### src/rtl/can_arb_pkg.sv
package can_arb_pkg;
  typedef enum logic [1:0] {
    EV_NONE = 2'd0,
    EV_ARB  = 2'd1,
    EV_BIT  = 2'd2,
    EV_ACK  = 2'd3
  } bit_event_e;
  localparam logic RECESSIVE = 1'b1;
  localparam logic DOMINANT  = 1'b0;
endpackage

### src/rtl/can_rx_sync.sv
module can_rx_sync #(
  parameter int STAGES = 2
) (
  input  logic clk,
  input  logic rst_n,
  input  logic d_i,
  output logic q_o
);
  generate
    if (STAGES == 0) begin : g_bypass
      assign q_o = d_i;
    end else begin : g_chain
      logic [STAGES-1:0] chain_q;
      always_ff @(posedge clk or negedge rst_n) begin
        if (!rst_n) chain_q <= '1;
        else if (STAGES == 1) chain_q <= d_i;
        else chain_q <= {chain_q[STAGES-2:0], d_i};
      end
      assign q_o = chain_q[STAGES-1];
    end
  endgenerate
endmodule

### src/rtl/can_tx_driver.sv
module can_tx_driver
  import can_arb_pkg::*;
(
  input  logic clk,
  input  logic rst_n,
  input  logic bit_start_i,
  input  logic tx_bit_i,
  input  logic frame_end_i,
  input  logic lose_i,
  output logic tx_q_o,
  output logic withdrawn_o
);
  logic tx_q, withdrawn_q;

  always_ff @(posedge clk or negedge rst_n) begin
    if (!rst_n) begin
      tx_q        <= RECESSIVE;
      withdrawn_q <= 1'b0;
    end else if (frame_end_i) begin
      tx_q        <= RECESSIVE;
      withdrawn_q <= 1'b0;
    end else if (lose_i) begin
      tx_q        <= RECESSIVE;
      withdrawn_q <= 1'b1;
    end else if (bit_start_i) begin
      tx_q <= withdrawn_q ? RECESSIVE : tx_bit_i;
    end
  end

  assign tx_q_o      = tx_q;
  assign withdrawn_o = withdrawn_q;
endmodule

### src/rtl/can_bit_compare.sv
module can_bit_compare
  import can_arb_pkg::*;
(
  input  logic       sample_i,
  input  logic       sent_i,
  input  logic       seen_i,
  input  logic       arb_field_i,
  input  logic       ack_slot_i,
  input  logic       withdrawn_i,
  input  logic       loopback_i,
  output bit_event_e event_o
);
  always_comb begin
    event_o = EV_NONE;
    if (sample_i && !withdrawn_i) begin
      if (ack_slot_i && sent_i == RECESSIVE) begin
        if (seen_i == RECESSIVE && !loopback_i) event_o = EV_ACK;
      end else if (sent_i == DOMINANT && seen_i == RECESSIVE) begin
        event_o = EV_BIT;
      end else if (sent_i == RECESSIVE && seen_i == DOMINANT) begin
        event_o = arb_field_i ? EV_ARB : EV_BIT;
      end
    end
  end
endmodule

### src/rtl/can_event_reg.sv
module can_event_reg
  import can_arb_pkg::*;
(
  input  logic       clk,
  input  logic       rst_n,
  input  bit_event_e event_i,
  output logic       arb_lost_o,
  output logic       bit_err_o,
  output logic       ack_missing_o
);
  always_ff @(posedge clk or negedge rst_n) begin
    if (!rst_n) begin
      arb_lost_o    <= 1'b0;
      bit_err_o     <= 1'b0;
      ack_missing_o <= 1'b0;
    end else begin
      arb_lost_o    <= (event_i == EV_ARB);
      bit_err_o     <= (event_i == EV_BIT);
      ack_missing_o <= (event_i == EV_ACK);
    end
  end
endmodule

### src/rtl/can_arb_monitor.sv
module can_arb_monitor
  import can_arb_pkg::*;
#(
  parameter int SYNC_STAGES = 2
) (
  input  logic clk,
  input  logic rst_n,
  input  logic bit_start_i,
  input  logic sample_i,
  input  logic tx_bit_i,
  input  logic arb_field_i,
  input  logic ack_slot_i,
  input  logic frame_end_i,
  input  logic loopback_i,
  input  logic rx_i,
  output logic tx_o,
  output logic arb_lost_o,
  output logic bit_err_o,
  output logic ack_missing_o,
  output logic lb_rx_o
);
  logic       rx_sync, tx_q, withdrawn, seen;
  bit_event_e ev;

  can_rx_sync #(.STAGES(SYNC_STAGES)) u_sync (
    .clk(clk), .rst_n(rst_n), .d_i(rx_i), .q_o(rx_sync)
  );

  can_tx_driver u_drv (
    .clk(clk), .rst_n(rst_n), .bit_start_i(bit_start_i), .tx_bit_i(tx_bit_i),
    .frame_end_i(frame_end_i), .lose_i(ev == EV_ARB),
    .tx_q_o(tx_q), .withdrawn_o(withdrawn)
  );

  assign seen    = loopback_i ? tx_q : rx_sync;
  assign tx_o    = loopback_i ? RECESSIVE : tx_q;
  assign lb_rx_o = seen;

  can_bit_compare u_cmp (
    .sample_i(sample_i), .sent_i(tx_q), .seen_i(seen),
    .arb_field_i(arb_field_i), .ack_slot_i(ack_slot_i),
    .withdrawn_i(withdrawn), .loopback_i(loopback_i), .event_o(ev)
  );

  can_event_reg u_evr (
    .clk(clk), .rst_n(rst_n), .event_i(ev),
    .arb_lost_o(arb_lost_o), .bit_err_o(bit_err_o), .ack_missing_o(ack_missing_o)
  );
endmodule

### config.mk
export PLATFORM = sky130hd
export DESIGN_NAME = can_arb_monitor
export DESIGN_NICKNAME = d
export VERILOG_FILES = /design/src/rtl/can_arb_pkg.sv /design/src/rtl/can_rx_sync.sv /design/src/rtl/can_tx_driver.sv /design/src/rtl/can_bit_compare.sv /design/src/rtl/can_event_reg.sv /design/src/rtl/can_arb_monitor.sv
export SDC_FILE = /design/constraint.sdc
export NUM_CORES = 1
export LEC_CHECK = 0
export BUFFER_PORTS_ARGS = -buffer_cell sky130_fd_sc_hd__buf_2
export CORE_AREA = 2 2 39 41
export CTS_CLUSTER_SIZE = 28
export DETAILED_ROUTE_END_ITERATION = 7
export DIE_AREA = 0 0 41 43
export PLACE_DENSITY_LB_ADDON = 0.08
export SLEW_MARGIN = 10
export SYNTH_ARGS = -nofsm -noshare
export SYNTH_HDL_FRONTEND = slang
export SYNTH_SLANG_ARGS = --single-unit
### constraint.sdc
create_clock -name clk -period 1.4 [get_ports clk]
set_input_delay 0.21 -clock clk [delete_from_list [all_inputs] [get_ports clk]]
set_output_delay 0.21 -clock clk [all_outputs]
set_load 0.02 [all_outputs]
Word-level counts from Yosys, hierarchy flattened. Cells that the tools add are included.

Equality and inequality tests: 3. Mux-type cells: 14. Bitwise operators: 2. Reductions and logical operators: 9.

Operators with widths (count): $mux W2 (6); $mux W1 (8); $logic_and A1 B1 Y1 (5); $eq A2 B2 Y1 const B (2); $reduce_bool A3 Y1 (1); $eq A2 B1 Y1 const B (1); $logic_not A1 Y1 (2); $not A1 Y1 (2); $reduce_bool A2 Y1 (1).

Flip-flop bits (word level): 7. Input bits: 10. Output and inout bits: 5. Word-level logic and storage cells: 34.

Depth between registers and ports, before layout.
Word-level depth: 10. Gate-level depth with buffers: 3. Depth with buffers taken out: 3.

By module. A second synthesis with hierarchy kept.

Cell total of the unflattened synthesis: 29. Area, all modules: 322.8 um^2.

Modules (own cells, without submodules): can_event_reg (instances 1, cells an instance 6, area an instance 97.6 um^2, seq. area each 75.1 um^2); can_tx_driver (instances 1, cells an instance 8, area an instance 83.8 um^2, seq. area each 51.3 um^2); can_bit_compare (instances 1, cells an instance 10, area an instance 61.3 um^2, seq. area each 0.0 um^2); can_rx_sync (instances 1, cells an instance 2, area an instance 52.6 um^2, seq. area each 52.6 um^2); can_arb_monitor (instances 1, cells an instance 3, area an instance 27.5 um^2, seq. area each 0.0 um^2).

Worst setup path before layout. OpenSTA, ideal clock, no wires.

Path kind: register to register. From: reg u_sync.g_chain.chain_q[1]. To: reg u_drv.tx_q, in the netlist u_drv.tx_q_o. Setup time: 0.088 ns. Arrival: 1.043 ns. Required time: 1.312 ns. Setup slack: 0.269 ns. Cell stages (with the launch flop): 4. Buffers on the path: 0. Period minus slack after synthesis: 1.131 ns. Cells stage by stage: dfstp_2 > nand4bb_2 > nor2_2 > or3_1.

Longest elaborated chain between the ends: 10. Elaborated cells between the ends (all ways): 14. Those cells by class: eq/ne: 1; mux: 8; bitwise: 1; reduce/logical: 4.

Ends and longest elaborated chain: from (decl) (line can_rx_sync.sv:13) `logic [STAGES-1:0] chain_q;`; from (signal assigned) (line can_rx_sync.sv:16) `else if (STAGES == 1) chain_q <= d_i;`; from (signal assigned) (line can_rx_sync.sv:17) `else chain_q <= {chain_q[STAGES-2:0], d_i};`; $mux W1 * (line can_arb_monitor.sv:35) `assign seen = loopback_i ? tx_q : rx_sync;`; $not A1 Y1 (line can_bit_compare.sv:20) `end else if (sent_i == RECESSIVE && seen_i == DOMINANT) begin`; $logic_and A1 B1 Y1 (line can_bit_compare.sv:20); $mux W2 (line can_bit_compare.sv:20); $mux W2 (line can_bit_compare.sv:18) `end else if (sent_i == DOMINANT && seen_i == RECESSIVE) begin`; $mux W2 * (line can_bit_compare.sv:16) `if (ack_slot_i && sent_i == RECESSIVE) begin`; $mux W2 * (line can_bit_compare.sv:15) `if (sample_i && !withdrawn_i) begin`; $eq A2 B1 Y1 * (line can_arb_monitor.sv:31) `.frame_end_i(frame_end_i), .lose_i(ev == EV_ARB),`; named net u_drv.lose_i (line can_tx_driver.sv:9) `input logic lose_i,`; $mux W1 (line can_tx_driver.sv:22) `end else if (lose_i) begin`; $mux W1 (line can_tx_driver.sv:19) `end else if (frame_end_i) begin`; to (signal assigned) (line can_tx_driver.sv:26) `tx_q <= withdrawn_q ? RECESSIVE : tx_bit_i;`; to (decl) (line can_tx_driver.sv:13) `logic tx_q, withdrawn_q;`.

Mark *: on every way through the listed nets, which the timed path passes. The rest lies on a longest branch. A chain may end at the register's enable or synchronous reset.

Final worst setup path.
From: reg u_sync.g_chain.chain_q[1]. To: out lb_rx_o.

Longest elaborated chain between the ends: 1.

Ends and longest elaborated chain: $mux W1 (line can_arb_monitor.sv:35); to (decl) (line can_arb_monitor.sv:20) `output logic lb_rx_o`.

Every way passes these cells.

==> impl_metrics.csv <==
group,metric,value,unit
outcome,status,"finished, final reports clean",
setup_path,timing.rr.end,"u_drv.tx_q_o",
place,place_ws,0.225,ns
logic_synthesis,syn_inst,25,
finish,final_layout_size_suffix_gt1_frac,0.578,
floorplan,row_count,14,
grt,grt_pass1_vias,243,
place,portBuffers,14,
logic_synthesis,synthesis.nets,35,
sta,setup_ws,0.100,ns
setup_path,cpPeakStageDelay,0.55,ns
setup_path,crit_path_end_kind,"output port",
sta,slew_violations,0,
setup_path,crit_type,"flop to output port",
logic_synthesis,syn-cell-area,298,sq um
sta,setup_violations,0,
sta,period_needed,1.30,ns
grt,grt_pass1_wl,972,microns
floorplan,die_x,41,microns
clock_network,post_cts_resized,0,
routing,drc_errors,0,
routing,drt_pass1_iterations,1,
pwr,leakage,0.206,nW
clock_network,tritoncts,"built",
sta,skew,0.00113,ns
sta,tns,0,ns
clock_network,cts_buffers,3,
floorplan,initial_utilization,0.215,
floorplan,core_area,1380,sq um
sta,clock.fmax,769,MHz
pwr,power_density,1040,nW/um^2
setup_path,ff2ff_path_depth,3,
logic_synthesis,syn_area_per_cell,11.9,sq um
finish,finish.net_count,56,
finish,fillers,155,
routing,wl_per_cell,9.90,microns
logic_synthesis,synth_warnings,0,
logic_synthesis,synth-seq-cells,7,
setup_path,path_buf_inv,1,
sta,timing.hold.ws,0.0636,ns
clock_network,clk_latency,0.24,ns
finish,multi_input_area,111,sq um
logic_synthesis,synth_cell_type_count,15,
logic_synthesis,synth_area_leaders,"dfrtp_1 34%, dfstp_2 26%, nand4bb_2 5.5%, nor2_1 5.0%, mux2_2 3.8%",
routing,drt-total-wl,604,microns
hold_path,min_from,"rx_i",
setup_path,crit-reg2reg-launch,"u_sync.g_chain.chain_q[1]",
clock_network,cts.htree.levels,1,
pwr,ir_drop,0.640,mV
sta,max-slew-margin-rel,0.833,
place,globalplace.congestion,0.660,
clock_network,root_buffer,"clkbuf_4",
routing,via_per_inst,4.05,
place,dpl.hpwl,472,microns
setup_path,arrival,1.09,ns
floorplan,die-area,1760,sq um
logic_synthesis,seq_area_frac_synth,0.601,
hold_path,hold-path-endpoint,"u_sync.g_chain.chain_q[0]",
hold_path,hold_class,"input pin to flop",
floorplan,fp.dieH,43,microns
logic_synthesis,yosysTopAreaCellShare,0.336,
setup_path,path_delay_family,"flip-flops",
clock_network,clk_pin_slew,0.05,ns
routing,vias,247,
clock_network,clock_path_buffers,2,
routing,ant_nets,0,
floorplan,io_pins,15,
sta,hold_viol,0,
setup_path,worstPathCellList,"mux2_2 -> buf_2",
sta,tightest_slew,0.247,ns
clock_network,cts.sinks,7,
sta,rsz0062_at_grt,"no",
sta,final.period_utilization,0.928,
hold_path,min_path_cells,1,
place,dp_cells,55,
finish,antenna_cells,0,
grt,gr-usage-all-layers,0.0892,
setup_path,worstPathRequired,1.19,ns
pwr,total_power,451,uW
finish,register_area,179,sq um
setup_path,slowest_stage,"dfstp_2",
grt,antenna_found_initial,0,
finish,areaGrowthSynthToFinish,45.0,%
finish,instances_no_fill,61,
logic_synthesis,synth_top_area_cell,"dfrtp_1",
setup_path,cp_max_fo,5,
setup_path,critical_path.startpoint_type,"flop",
setup_path,regToRegSetupSlack,0.23,ns
grt,gr-total-overflow,0,
routing,drt-initial-drc-count,0,
job,drv_cap,0,
grt,grt_max_degree,8,
## layout make-up
class | instances | share of cell area
Sequential cell | 7 | 0.414
Inverter | 2 | 0.0174
Tap cell | 16 | 0.0464
Multi-Input combinational cell | 16 | 0.258
Timing Repair Buffer | 16 | 0.203
Clock buffer | 4 | 0.0609
## Yosys cell counts, drive strengths merged
library cell,number
or3,1
a21oi,2
nand4bb,1
or3b,2
mux2,1
or2,1
nor4b,1
dfrtp,4
inv,2
nand3,1
dfstp,3
nor2,5
o22ai,1
## cell usage in the layout, fill, tap and decap left out, drive strengths merged
cell type     n
nor2          5
mux2          1
dfrtp         4
dlygate4sd3   1
nor4b         1
a21oi         2
or3           1
or2           1
buf          15
inv           2
nand3         1
dfstp         3
or3b          2
nand4bb       1
clkbuf        4
o22ai         1
## stage by stage
stage          cell area, sq um  utilization
2_1_floorplan               298            -
3_3_place_gp                388        0.280
3_5_place_dp                388        0.280
4_1_cts                     424        0.307
5_1_grt                     432        0.312
6_report                    432        0.312
## sequential cells by signal, summed over array words and instances, names as in the netlist
register,flops
u_drv.tx_q_o,1
u_evr.bit_err_o,1
u_drv.withdrawn_o,1
u_sync.g_chain.chain_q,2
u_evr.arb_lost_o,1
u_evr.ack_missing_o,1
## cell families (layout without fill, tap and decap cells)
group / after synthesis / count (layout) / synth area share
simple gates: 12 / 12 / 0.282
flops: 7 / 7 / 0.601
compound gates: 3 / 3 / 0.0546
buf+inv: 2 / 22 / 0.0252
mux: 1 / 1 / 0.0378
## worst max path at each step
stage	from	cells past startpoint	end	slack [ns]
after floorplan	u_sync.g_chain.chain_q[1]	3	u_drv.tx_q_o	0.27
after global placement	u_sync.g_chain.chain_q[1]	3	u_drv.tx_q_o	0.25
after detailed placement	u_sync.g_chain.chain_q[1]	3	u_drv.tx_q_o	0.23
after CTS	u_drv.tx_q_o	2	lb_rx_o	0.03
after global routing	u_sync.g_chain.chain_q[1]	2	lb_rx_o	0.05
final	u_sync.g_chain.chain_q[1]	2	lb_rx_o	0.10
## where the power goes
group / internal, mW / switching, mW / leakage [nW] / total (mW)
clock: 0.108 / 0.0670 / 0.0150 / 0.175
combinational: 0.0297 / 0.0274 / 0.104 / 0.0571
sequential: 0.214 / 0.00486 / 0.0869 / 0.218
## repair_timing
| action | 4_1_cts | 5_1_grt |
|---|---|---|
| buffers inserted | 0 | 1 |
| hold endpoints to repair | 7 | 0 |
| endpoints found under the setup margin | 0 | 1 |
| hold buffers | 1 | 0 |
## routing by layer
layer / GRT usage / vias up / routed length, microns
met5: 0 / - / 0
met4: 0.0400 / 0 / 0
met1: 0.0997 / 111 / 249
li1: - / 126 / -
met2: 0.125 / 10 / 295
met3: 0.0628 / 0 / 59
Note: power is estimated with default switching activity, not from simulation.
